`src/rtl/spi_xfer_pkg.sv`:
```
package spi_xfer_pkg;

   typedef enum logic [1:0] {
      XM_DUPLEX  = 2'd0,
      XM_SEND    = 2'd1,
      XM_RECV    = 2'd2,
      XM_CMDREAD = 2'd3
   } xfer_mode_e;

   localparam logic [1:0] RA_CTRL    = 2'd0;
   localparam logic [1:0] RA_CLKDIV  = 2'd1;
   localparam logic [1:0] RA_RDCOUNT = 2'd2;
   localparam logic [1:0] RA_DATA    = 2'd3;

   localparam int CTRL_SIZE_LSB = 2;
   localparam int CTRL_EN_BIT   = 8;
   localparam int CTRL_CLR_BIT  = 9;

endpackage

```
`src/rtl/spi_xfer_fifo.sv`:
```
module spi_xfer_fifo #(
   parameter int W     = 16,
   parameter int DEPTH = 8
) (
   input  logic                         clk,
   input  logic                         rst_n,
   input  logic                         push,
   input  logic [W-1:0]                 wdata,
   input  logic                         pop,
   output logic [W-1:0]                 rdata,
   output logic                         empty,
   output logic                         full,
   output logic [$clog2(DEPTH+1)-1:0]   level
);
   localparam int AW = $clog2(DEPTH);
   localparam int LW = $clog2(DEPTH + 1);

   logic [W-1:0]  mem [DEPTH];
   logic [AW-1:0] wp_q, rp_q, wp_nx, rp_nx;
   logic [LW-1:0] cnt_q;
   logic          do_push, do_pop;

   assign full    = (cnt_q == LW'(DEPTH));
   assign empty   = (cnt_q == '0);
   assign level   = cnt_q;
   assign do_push = push && !full;
   assign do_pop  = pop && !empty;
   assign rdata   = mem[rp_q];

   generate
      if ((DEPTH & (DEPTH - 1)) == 0) begin : g_pow2_wrap
         assign wp_nx = wp_q + AW'(1);
         assign rp_nx = rp_q + AW'(1);
      end else begin : g_cmp_wrap
         assign wp_nx = (wp_q == AW'(DEPTH - 1)) ? '0 : wp_q + AW'(1);
         assign rp_nx = (rp_q == AW'(DEPTH - 1)) ? '0 : rp_q + AW'(1);
      end
   endgenerate

   always_ff @(posedge clk) begin
      if (do_push) mem[wp_q] <= wdata;
   end

   always_ff @(posedge clk or negedge rst_n) begin
      if (!rst_n) begin
         wp_q  <= '0;
         rp_q  <= '0;
         cnt_q <= '0;
      end else begin
         if (do_push) wp_q <= wp_nx;
         if (do_pop)  rp_q <= rp_nx;
         if (do_push && !do_pop)      cnt_q <= cnt_q + LW'(1);
         else if (do_pop && !do_push) cnt_q <= cnt_q - LW'(1);
      end
   end


   level_bound_chk: assert property (@(posedge clk) disable iff (!rst_n)
      cnt_q <= LW'(DEPTH));


   no_overflow_chk: assert property (@(posedge clk) disable iff (!rst_n)
      (push && full && !pop) |=> $stable(cnt_q));

endmodule

```
`src/rtl/spi_xfer_engine.sv`:
```
module spi_xfer_engine
   import spi_xfer_pkg::*;
#(
   parameter int FRAME_W = 16,
   parameter int DIV_W   = 8,
   parameter int CNT_W   = 16
) (
   input  logic                          clk,
   input  logic                          rst_n,
   input  logic                          go,
   input  logic [1:0]                    cfg_mode,
   input  logic [$clog2(FRAME_W)-1:0]    cfg_fsz_m1,
   input  logic [DIV_W-1:0]              cfg_div,
   input  logic [CNT_W-1:0]              cfg_rxcnt,
   input  logic                          tx_empty,
   input  logic [FRAME_W-1:0]            tx_data,
   output logic                          tx_pop,
   output logic                          rx_push,
   output logic [FRAME_W-1:0]            rx_data,
   output logic                          busy,
   output logic                          sclk,
   output logic                          mosi,
   output logic                          cs_n,
   input  logic                          miso
);
   localparam int SZ_W = $clog2(FRAME_W);

   typedef enum logic {ENG_IDLE, ENG_RUN} eng_state_e;

   eng_state_e         state_q;
   logic               sclk_q, cs_n_q, read_ph_q;
   logic [DIV_W-1:0]   tmr_q;
   logic [SZ_W-1:0]    bit_q;
   logic [FRAME_W-1:0] txsh_q, rxsh_q, fmask;
   logic [CNT_W-1:0]   rcnt_q;
   logic [CNT_W:0]     rnext;

   logic running, start_ok, tick, rise, fall, last;
   logic reads_done, capture;
   logic nxt_pop, nxt_end, nxt_read;

   assign running    = (state_q == ENG_RUN);
   assign start_ok   = !running && go;
   assign tick       = running && (tmr_q == cfg_div);
   assign rise       = tick && !sclk_q;
   assign fall       = tick && sclk_q;
   assign last       = fall && (bit_q == '0);
   assign rnext      = {1'b0, rcnt_q} + (CNT_W+1)'(1);
   assign reads_done = (rnext == {1'b0, cfg_rxcnt});
   assign capture    = (cfg_mode == XM_DUPLEX) || read_ph_q;

   // next-frame decision, evaluated at the last falling edge of a frame
   always_comb begin
      nxt_pop  = 1'b0;
      nxt_end  = 1'b0;
      nxt_read = read_ph_q;
      unique case (cfg_mode)
         XM_DUPLEX, XM_SEND: begin
            if (tx_empty) nxt_end = 1'b1;
            else          nxt_pop = 1'b1;
         end
         XM_RECV: nxt_end = reads_done;
         default: begin
            if (read_ph_q)               nxt_end  = reads_done;
            else if (!tx_empty)          nxt_pop  = 1'b1;
            else if (cfg_rxcnt == '0)    nxt_end  = 1'b1;
            else                         nxt_read = 1'b1;
         end
      endcase
   end

   always_comb begin
      for (int i = 0; i < FRAME_W; i++) fmask[i] = (i <= int'(cfg_fsz_m1));
   end

   assign tx_pop  = (start_ok && (cfg_mode != XM_RECV)) || (last && nxt_pop);
   assign rx_push = last && capture;
   assign rx_data = rxsh_q & fmask;
   assign busy    = running;
   assign sclk    = sclk_q;
   assign cs_n    = cs_n_q;
   assign mosi    = running && txsh_q[cfg_fsz_m1];

   always_ff @(posedge clk or negedge rst_n) begin
      if (!rst_n) begin
         state_q   <= ENG_IDLE;
         sclk_q    <= 1'b0;
         cs_n_q    <= 1'b1;
         read_ph_q <= 1'b0;
         tmr_q     <= '0;
         bit_q     <= '0;
         txsh_q    <= '0;
         rxsh_q    <= '0;
         rcnt_q    <= '0;
      end else if (start_ok) begin
         state_q   <= ENG_RUN;
         cs_n_q    <= 1'b0;
         sclk_q    <= 1'b0;
         tmr_q     <= '0;
         bit_q     <= cfg_fsz_m1;
         rcnt_q    <= '0;
         read_ph_q <= (cfg_mode == XM_RECV);
         txsh_q    <= (cfg_mode == XM_RECV) ? '0 : tx_data;
      end else if (running) begin
         tmr_q <= tick ? '0 : tmr_q + DIV_W'(1);
         if (rise) begin
            sclk_q <= 1'b1;
            rxsh_q <= {rxsh_q[FRAME_W-2:0], miso};
         end
         if (fall) begin
            sclk_q <= 1'b0;
            if (bit_q != '0) begin
               bit_q  <= bit_q - SZ_W'(1);
               txsh_q <= txsh_q << 1;
            end else begin
               if (read_ph_q) rcnt_q <= rnext[CNT_W-1:0];
               if (nxt_end) begin
                  state_q   <= ENG_IDLE;
                  cs_n_q    <= 1'b1;
                  read_ph_q <= 1'b0;
               end else begin
                  bit_q     <= cfg_fsz_m1;
                  read_ph_q <= nxt_read;
                  txsh_q    <= nxt_pop ? tx_data : '0;
               end
            end
         end
      end
   end


   sclk_idle_chk: assert property (@(posedge clk) disable iff (!rst_n)
      cs_n |-> !sclk);


   busy_cs_chk: assert property (@(posedge clk) disable iff (!rst_n)
      !cs_n |-> busy);


   send_discard_chk: assert property (@(posedge clk) disable iff (!rst_n)
      (cfg_mode == XM_SEND) |-> !rx_push);


   read_mosi_low_chk: assert property (@(posedge clk) disable iff (!rst_n)
      (!cs_n && read_ph_q) |-> !mosi);

endmodule

```
`src/rtl/spi_xfer_master.sv`:
```
module spi_xfer_master
   import spi_xfer_pkg::*;
#(
   parameter int REG_W      = 16,
   parameter int FRAME_W    = 16,
   parameter int FIFO_DEPTH = 8,
   parameter int DIV_W      = 8,
   parameter int CNT_W      = 16
) (
   input  logic                               clk,
   input  logic                               rst_n,
   input  logic                               reg_wr,
   input  logic                               reg_rd,
   input  logic [1:0]                         reg_addr,
   input  logic [REG_W-1:0]                   reg_wdata,
   output logic [REG_W-1:0]                   reg_rdata,
   output logic                               sclk,
   output logic                               mosi,
   input  logic                               miso,
   output logic                               cs_n,
   output logic                               busy,
   output logic                               tx_empty,
   output logic                               tx_full,
   output logic [$clog2(FIFO_DEPTH+1)-1:0]    tx_level,
   output logic                               rx_empty,
   output logic                               rx_full,
   output logic [$clog2(FIFO_DEPTH+1)-1:0]    rx_level,
   output logic                               rx_overflow,
   output logic                               rx_underflow,
   output logic                               tx_overflow
);
   localparam int SZ_W = $clog2(FRAME_W);

   generate
      if (FRAME_W < 4 || FRAME_W > REG_W || FRAME_W > 16) begin : g_bad_frame
         $error("spi_xfer_master: FRAME_W out of range");
      end
      if (DIV_W > REG_W || CNT_W > REG_W) begin : g_bad_reg
         $error("spi_xfer_master: DIV_W or CNT_W wider than register port");
      end
      if (FIFO_DEPTH < 2) begin : g_bad_depth
         $error("spi_xfer_master: FIFO_DEPTH must be at least 2");
      end
      if (REG_W <= CTRL_CLR_BIT) begin : g_bad_regw
         $error("spi_xfer_master: REG_W too narrow for control fields");
      end
   endgenerate

   logic [1:0]         ctrl_mode_q;
   logic [SZ_W-1:0]    ctrl_fsz_q;
   logic               ctrl_en_q;
   logic [DIV_W-1:0]   div_q;
   logic [CNT_W-1:0]   rxcnt_q;
   logic               kick_q;
   logic               rx_ovf_q, rx_udf_q, tx_ovf_q;

   logic               cfg_ok, ctrl_wr, clr_wr, data_wr, data_rd;
   logic [3:0]         fsz_field;
   logic               tx_pop, rx_push, go;
   logic [FRAME_W-1:0] tx_head, rx_head, rx_frame;

   assign cfg_ok    = reg_wr && !busy;
   assign ctrl_wr   = reg_wr && (reg_addr == RA_CTRL);
   assign clr_wr    = ctrl_wr && reg_wdata[CTRL_CLR_BIT];
   assign data_wr   = reg_wr && (reg_addr == RA_DATA);
   assign data_rd   = reg_rd && (reg_addr == RA_DATA);
   assign fsz_field = reg_wdata[CTRL_SIZE_LSB +: 4];

   assign go = (ctrl_en_q && (ctrl_mode_q != XM_RECV) && !tx_empty) || kick_q;

   always_ff @(posedge clk or negedge rst_n) begin
      if (!rst_n) begin
         ctrl_mode_q <= XM_DUPLEX;
         ctrl_fsz_q  <= SZ_W'(7);
         ctrl_en_q   <= 1'b0;
         div_q       <= '0;
         rxcnt_q     <= '0;
         kick_q      <= 1'b0;
      end else begin
         kick_q <= cfg_ok && ctrl_wr && reg_wdata[CTRL_EN_BIT]
                   && (reg_wdata[1:0] == XM_RECV) && (rxcnt_q != '0);
         if (cfg_ok) begin
            unique case (reg_addr)
               RA_CTRL: begin
                  ctrl_mode_q <= reg_wdata[1:0];
                  ctrl_en_q   <= reg_wdata[CTRL_EN_BIT];
                  if (int'(fsz_field) > FRAME_W - 1) ctrl_fsz_q <= SZ_W'(FRAME_W - 1);
                  else                               ctrl_fsz_q <= SZ_W'(fsz_field);
               end
               RA_CLKDIV:  div_q   <= reg_wdata[DIV_W-1:0];
               RA_RDCOUNT: rxcnt_q <= reg_wdata[CNT_W-1:0];
               default: ;
            endcase
         end
      end
   end

   always_ff @(posedge clk or negedge rst_n) begin
      if (!rst_n) begin
         rx_ovf_q <= 1'b0;
         rx_udf_q <= 1'b0;
         tx_ovf_q <= 1'b0;
      end else begin
         if (rx_push && rx_full)   rx_ovf_q <= 1'b1;
         else if (clr_wr)          rx_ovf_q <= 1'b0;
         if (data_rd && rx_empty)  rx_udf_q <= 1'b1;
         else if (clr_wr)          rx_udf_q <= 1'b0;
         if (data_wr && tx_full)   tx_ovf_q <= 1'b1;
         else if (clr_wr)          tx_ovf_q <= 1'b0;
      end
   end

   assign rx_overflow  = rx_ovf_q;
   assign rx_underflow = rx_udf_q;
   assign tx_overflow  = tx_ovf_q;

   always_comb begin
      reg_rdata = '0;
      unique case (reg_addr)
         RA_CTRL: begin
            reg_rdata[1:0]                    = ctrl_mode_q;
            reg_rdata[CTRL_SIZE_LSB +: SZ_W]  = ctrl_fsz_q;
            reg_rdata[CTRL_EN_BIT]            = ctrl_en_q;
         end
         RA_CLKDIV:  reg_rdata[DIV_W-1:0]   = div_q;
         RA_RDCOUNT: reg_rdata[CNT_W-1:0]   = rxcnt_q;
         default:    reg_rdata[FRAME_W-1:0] = rx_head;
      endcase
   end

   spi_xfer_fifo #(.W(FRAME_W), .DEPTH(FIFO_DEPTH)) u_txq (
      .clk   (clk),
      .rst_n (rst_n),
      .push  (data_wr),
      .wdata (reg_wdata[FRAME_W-1:0]),
      .pop   (tx_pop),
      .rdata (tx_head),
      .empty (tx_empty),
      .full  (tx_full),
      .level (tx_level)
   );

   spi_xfer_fifo #(.W(FRAME_W), .DEPTH(FIFO_DEPTH)) u_rxq (
      .clk   (clk),
      .rst_n (rst_n),
      .push  (rx_push),
      .wdata (rx_frame),
      .pop   (data_rd),
      .rdata (rx_head),
      .empty (rx_empty),
      .full  (rx_full),
      .level (rx_level)
   );

   spi_xfer_engine #(.FRAME_W(FRAME_W), .DIV_W(DIV_W), .CNT_W(CNT_W)) u_eng (
      .clk        (clk),
      .rst_n      (rst_n),
      .go         (go),
      .cfg_mode   (ctrl_mode_q),
      .cfg_fsz_m1 (ctrl_fsz_q),
      .cfg_div    (div_q),
      .cfg_rxcnt  (rxcnt_q),
      .tx_empty   (tx_empty),
      .tx_data    (tx_head),
      .tx_pop     (tx_pop),
      .rx_push    (rx_push),
      .rx_data    (rx_frame),
      .busy       (busy),
      .sclk       (sclk),
      .mosi       (mosi),
      .cs_n       (cs_n),
      .miso       (miso)
   );


   rdcount_hold_chk: assert property (@(posedge clk) disable iff (!rst_n)
      (busy && reg_wr && reg_addr == RA_RDCOUNT) |=> $stable(rxcnt_q));


   mode_hold_chk: assert property (@(posedge clk) disable iff (!rst_n)
      busy |=> $stable(ctrl_mode_q));


   ovf_sticky_chk: assert property (@(posedge clk) disable iff (!rst_n)
      (rx_ovf_q && !clr_wr) |=> rx_ovf_q);


   txq_drop_chk: assert property (@(posedge clk) disable iff (!rst_n)
      (data_wr && tx_full) |=> tx_overflow);

endmodule

```
`config.mk`:
```
export PLATFORM = sky130hd
export DESIGN_NAME = spi_xfer_master
export DESIGN_NICKNAME = d
export VERILOG_FILES = /design/src/rtl/spi_xfer_pkg.sv /design/src/rtl/spi_xfer_fifo.sv /design/src/rtl/spi_xfer_engine.sv /design/src/rtl/spi_xfer_master.sv
export SDC_FILE = /design/constraint.sdc
export NUM_CORES = 1
export LEC_CHECK = 0
export BUFFER_PORTS_ARGS = -buffer_cell sky130_fd_sc_hd__buf_2
export CAP_MARGIN = 5
export CORE_ASPECT_RATIO = 1.75
export CORE_UTILIZATION = 43
export CTS_CLUSTER_SIZE = 12
export DETAILED_ROUTE_END_ITERATION = 12
export PLACE_DENSITY = 0.58
export SLEW_MARGIN = 5
export SYNTH_ARGS = -nofsm -noshare
export SYNTH_HDL_FRONTEND = slang
export SYNTH_SLANG_ARGS = --single-unit
```
`constraint.sdc`:
```
create_clock -name clk -period 6.94 [get_ports clk]
set_input_delay 0 -clock clk [delete_from_list [all_inputs] [get_ports clk]]
set_output_delay 0 -clock clk [all_outputs]
set_load 0.005 [all_outputs]
```
# == After elaboration in Yosys (flattened, before gate mapping) ==
# Memory sizes are Yosys's and may differ from the RTL's.
# Index checks and enable logic that the tools add are counted.
# W data, S select, Z words.
# totals
register_bits,119
ramBits,256
input_bits,23
out_inout_bits,35
wordCells,212
memories,2
# memory_table
memory,depth,width,read_ports,rd_ports_with_merged_regs,wr,line,source
u_rxq.mem,8,16,1,0,1,spi_xfer_fifo.sv:18,logic [W-1:0] mem [DEPTH];
u_txq.mem,8,16,1,0,1,spi_xfer_fifo.sv:18,
# classes
add_sub_neg,11
n_lt_le_gt_ge,16
eq_ne,14
mux,69
bitwise,2
n_reduce_logical,74
# ops
cell,count
$mux W16,12
$mux W1,38
$mux W4,9
$le A4 B4 Y1 const A,8
$logic_and A1 B1 Y1,31
$mux W8,3
$pmux W6 S3,1
$reduce_bool A2 Y1,9
$add A16 B1 Y17 const B,1
$eq A17 B16 Y1,1
$and A16 B16 Y16,1
$le A3 B4 Y1 const A,4
$logic_not A16 Y1,1
$reduce_bool A16 Y1,1
$pmux W7 S2,1
$add A3 B1 Y3 const B,4
$logic_not A4 Y1,3
$reduce_and A4 Y1,3
$sub A4 B1 Y4 const B,3
$logic_not A1 Y1,10
$add A4 B1 Y4 const B,2
$add A8 B1 Y8 const B,1
$eq A2 B2 Y1 const B,4
$eq A4 B4 Y1 const B,2
other kinds (22),33

# == Depth between registers and ports, before layout ==
# logic_depth
word_depth,11
ltp_mapped,16
ltp_nobuf,14

# == By module ==
# From an unflattened synthesis, not the netlist that was laid out.
# unflattened
hier_cells,1065
area_unflattened_um2,17170.2
# modules_own_cells
mod,n_inst,cells_each,area_per_inst_um2,seq_area_each_um2
spi_xfer_fifo at u_rxq,1,250,5564.1,4093.9
spi_xfer_fifo at u_txq,1,250,5561.6,4093.9
spi_xfer_engine,1,443,4239.1,1602.8
spi_xfer_master,1,122,1805.5,879.6

# == Worst setup path after synthesis ==
# Ideal clock, no wire load.
# synth_timing
kind,flip-flop to flip-flop
from,register u_eng.tmr_q[3]
to,memory u_rxq.mem[4][0] (enable)
setup_time_ns,0.409
t_arrival_ns,3.031
t_required_ns,6.531
path_slack_ns,3.500
stages_incl_launch_ff,9
path_buffers,0
period_less_slack_ns,3.440
cell_sequence,dfrtp_1 > xor2_1 > nor4_1 > nand4_1 > nor2_1 > o21ai_0 > nor2_1 > nand2_1 > nor3_1
# synth_between
elab_chain_len,8
# synth_rtl
element,line,source
from (decl),spi_xfer_engine.sv:32,logic [DIV_W-1:0] tmr_q;
from (signal assigned),spi_xfer_engine.sv:105,tmr_q <= tick ? '0 : tmr_q + DIV_W'(1);
$eq A8 B8 Y1,spi_xfer_engine.sv:44,assign tick = running && (tmr_q == cfg_div);
$logic_and A1 B1 Y1,spi_xfer_engine.sv:44,
$logic_and A1 B1 Y1,spi_xfer_engine.sv:46,assign fall = tick && sclk_q;
$logic_and A1 B1 Y1,spi_xfer_engine.sv:47,assign last = fall && (bit_q == '0);
$logic_and A1 B1 Y1,spi_xfer_engine.sv:77,assign rx_push = last && capture;
$logic_and A1 B1 Y1,spi_xfer_fifo.sv:26,assign do_push = push && !full;
named net u_rxq.do_push,spi_xfer_fifo.sv:21,"logic do_push, do_pop;"
$mux W1,spi_xfer_fifo.sv:41,if (do_push) mem[wp_q] <= wdata;
$mux W1 (implied by the code),spi_xfer_fifo.sv:41,
to (decl),spi_xfer_fifo.sv:18,
# The timed path passes the listed nets, and every way through them passes these cells.

# == Worst setup path after layout ==
# layout_timing
from,register u_eng.tmr_q[3]
to,register u_rxq.cnt_q[3] (netlist: u_rxq.level[3])
# layout_between
elab_chain_len,9
word_cells_on_any_way,11
cone_classes,1 x eq/ne; 1 x mux; 9 x reduce/logical
# layout_rtl
element,line,source
$eq A8 B8 Y1 *,spi_xfer_engine.sv:44,
$logic_and A1 B1 Y1 *,spi_xfer_engine.sv:44,
$logic_and A1 B1 Y1 *,spi_xfer_engine.sv:46,
$logic_and A1 B1 Y1 *,spi_xfer_engine.sv:47,
$logic_and A1 B1 Y1 *,spi_xfer_engine.sv:77,
$logic_and A1 B1 Y1 *,spi_xfer_fifo.sv:26,
named net u_rxq.do_push,spi_xfer_fifo.sv:21,
$logic_not A1 Y1,spi_xfer_fifo.sv:53,else if (do_pop && !do_push) cnt_q <= cnt_q - LW'(1);
$logic_and A1 B1 Y1,spi_xfer_fifo.sv:53,
$reduce_bool A2 Y1 (no source line),n/a,
to (signal assigned),spi_xfer_fifo.sv:52,if (do_push && !do_pop) cnt_q <= cnt_q + LW'(1);
to (signal assigned),spi_xfer_fifo.sv:53,
to (decl),spi_xfer_fifo.sv:20,logic [LW-1:0] cnt_q;
# Mark *: on every way through the listed nets, which the timed path passes. The rest lies on a longest branch.
# A chain may end at the register's enable or synchronous reset.

==> results.toml <==
[sta]
period_share_pct = 52.5
slew_violations = 0
fin_worst_skew_ps = 14.6
slew_headroom_pct = 30.3
finalHoldViolCount = 0
rsz0062_at_grt = "false"
whs_ps = 13.6
worst_pin_slew_ps = 1040
finalSetupTns_ps = 0
min_period_ps = 3640
setup_viol = 0
max_freq_mhz = 274

[drt]
viasPerCell = 5.67
wl_per_cell_um = 23.7
vias = 9281
dr.pass1.iters = 5
route.detailed.drc = 0
drt_wl_total_mm = 38.8
postRouteAntennaNets = 0
drtIter0Drc = 459

[worst_setup_path]
crit_family = "simple AND/OR/NAND/NOR gates"
cp_common_cell = "nor2_1"
cp-end-kind = "flip-flop"
startpoint_type = "flip-flop"
cp_slowest_cell = "dfrtp_1"
critPathKind = "flip-flop to flip-flop"
required_ps = 7360
crit_path_cell_trace = "xor2_1 -> nor4_1 -> nand4_1 -> nor2_1 -> o21ai_0 -> nor2_1 -> ha_1 -> inv_1 -> ha_1 -> a21o_1 -> a21oi_1 -> xnor2_1 -> nor2_1 -> xor2_1"
cp_num_buf_inv = 1
cp.arrival_ps = 4060
cpPeakStageDelay_ps = 430
crit_fanout = 6

[placement]
dp_hpwl_mm = 26.3
io_buffer_count = 57
gp_congestion = 0.863

[power_and_ir_drop]
p_comb_share_pct = 24.5
p_int_mw = 4.57
power_frac_seq_pct = 45.6
irDropWorstVdd_mv = 0.212
p_leak_nw = 6.88
p_sw_mw = 1.92
pwr-share-clk_pct = 29.9
power_density_nw_per_um2 = 348
p_sw_share_pct = 29.6

[clock_network]
htree_levels = 2
insertion_delay_ps = 540
cts_root_buffer = "clkbuf_16"
cts_inserted_buffers = 38
clk_pin_slew_ps = 60
tritoncts = "yes"
cts_resized = 0
clock-sinks = 375
cts_buffer_depth = 3

[hold_path]
hold_path.class = "input port to asynchronous set/reset pin"

[floorplan]
die_h_um = 260
die_area_um2 = 38900
start_util_pct = 43.6
core_um2 = 37500
top_level_ports = 58
dieWidth_um = 150
rows = 94

[job]
maxCapViolCount = 0

[global_route]
gr-total-overflow = 0
grt_pass1_vias = 9779
grt_max_degree = 74
grt_pass1_wl_mm = 59.3
antenna_found_initial = 0
grt_usage_pct = 20.8

[yosys]
yosysWarnings = 0
synth.avg_cell_area_um2 = 15.7
netlist_area_um2 = 16400
async_flop_share_pct = 31.7
synth_edf_count = 256
synth_ff_type = "edfxtp_1"
synth_nets = 1078
yosysSeqAreaShare_pct = 65.2
ys_types = 66
netlist_instances = 1040
ys_ff_latch = 375

[layout]
antenna_cells = 0
drive_gt1_share_pct = 25.8
regArea_um2 = 10700
final_nets = 1165
synthToLayoutAreaGrowth_pct = 13.9
post-route-util_pct = 49.7
multi_input_area_um2 = 5480
fillers = 3147

[outcome]
status = "finished clean"
## per-stage QoR
step | cells | worst slack (ps) | area, um^2 | power (mW)
floorplan | 1040 | 3500 | 16400 | 4.06
global placement | 1546 | 3310 | 17300 | 4.60
detailed placement | 1546 | 3290 | 17300 | 4.62
CTS | 1637 | 3290 | 18700 | 6.58
global route | 1637 | 3010 | 18700 | 6.81
finish | 1637 | 3300 | 18700 | 6.49
## Yosys cell counts, drive strengths merged (2+ instances only)
master	n	area (um^2)
nand3b	2	15.0
and4	3	26.3
nor2b	8	50.1
a31oi	4	25.0
nor2	54	203
ha	13	163
nand2b	9	56.3
nand3	19	95.1
nor3b	3	22.5
mux4	75	1690
a21oi	21	109
o2111a	2	22.5
xnor2	29	254
o41ai	2	17.5
nor3	16	80.1
a22o	4	35.0
o211a	8	80.1
o21a	4	30.0
dfrtp	115	2880
dfstp	4	105
nand4	10	68.8
fa	2	40.0
o31a	4	35.0
and3	10	62.6
edfxtp	256	7690
a21boi	8	60.1
o21ai	55	287
clkbuf	43	163
mux2	73	856
o31ai	9	67.6
or3	3	18.8
buf	15	76.3
and2	7	43.8
inv	12	45.0
nor4b	2	17.5
mux2i	26	260
xor2	20	175
a21o	2	15.0
nand2	62	233
nor4	9	56.3
or2	2	12.5
## timing repair
item / in CTS / in global routing
setup buffers: 0 / 0
hold endpoints to repair: 213 / 0
hold buffers: 21 / 0
## worst paths after layout
kind | start | to | slack, ps | cells past startpoint
worst max-delay path | u_eng.tmr_q[3] | u_rxq.level[3] | 3300 | 14
worst max register to register | u_eng.tmr_q[3] | u_rxq.level[3] | 3300 | 14
max in group asynchronous | rst_n | u_rxq.rp_q[0] | 5510 | 3
worst min-delay path | rst_n | u_eng.txsh_q[10] | 10 | 2
min in group clk | reg_addr[1] | tx_overflow | 50 | 3
worst min register to register | u_txq.rp_q[2] | u_txq.rp_q[2] | 470 | 1
## metal layers
metal	part of all wire (%)	up-vias	global-route usage (%)
met4	2.9	0	7.77
met2	57	166	39.4
met1	37	4867	23.3
li1	-	4186	-
met3	2.8	62	2.65
met5	0	-	0
## cells by family (layout without fill, tap and decap cells)
group,after synthesis,count (layout),synth area share [%]
compound gates,133,133,5.36
mux,174,174,17.1
buf+inv,70,187,1.73
xor+xnor,49,49,2.62
flops,375,375,65.2
simple gates,224,224,6.74
fa+ha+maj,15,15,1.24
## power by group through the flow
| stage | Combinational [mW] | Sequential [mW] | Clock [mW] |
|---|---|---|---|
| floorplan | 1.21 | 2.84 | 0 |
| global placement | 1.60 | 3.00 | 0 |
| detailed placement | 1.62 | 3.00 | 0 |
| CTS | 1.63 | 2.96 | 1.98 |
| global route | 1.75 | 3.00 | 2.06 |
| finish | 1.59 | 2.96 | 1.94 |
## cell usage in the layout, fill, tap and decap left out, types with 29 or more instances in the layout
master     count
edfxtp_1     256
dfrtp_1      113
mux4_2        75
mux2_2        64
nand2_1       62
buf_2         56
nor2_1        54
o21ai_0       54
clkbuf_16     41
xnor2_1       29
## final cells by class
type                    count  share of cell area [%]
flip-flops and latches    375                    57.2
multi-input cells         595                    29.4
clock buffers              67                    6.08
repair buffers            105                    3.78
well taps                 480                    3.22
inverters                  12                   0.241
clock inverters             3                   0.101
## flip-flops by register name, indices dropped and copies added, names as in the netlist, 4 cells and up
name / flops
u_rxq.level: 4
u_eng.rxsh_q: 16
u_txq.level: 4
u_rxq.mem: 128
rxcnt_q: 16
u_eng.txsh_q: 16
u_eng.bit_q: 4
u_eng.rcnt_q: 16
ctrl_fsz_q: 4
div_q: 8
u_txq.mem: 128
u_eng.tmr_q: 8
(Power assumes the default switching activity.)
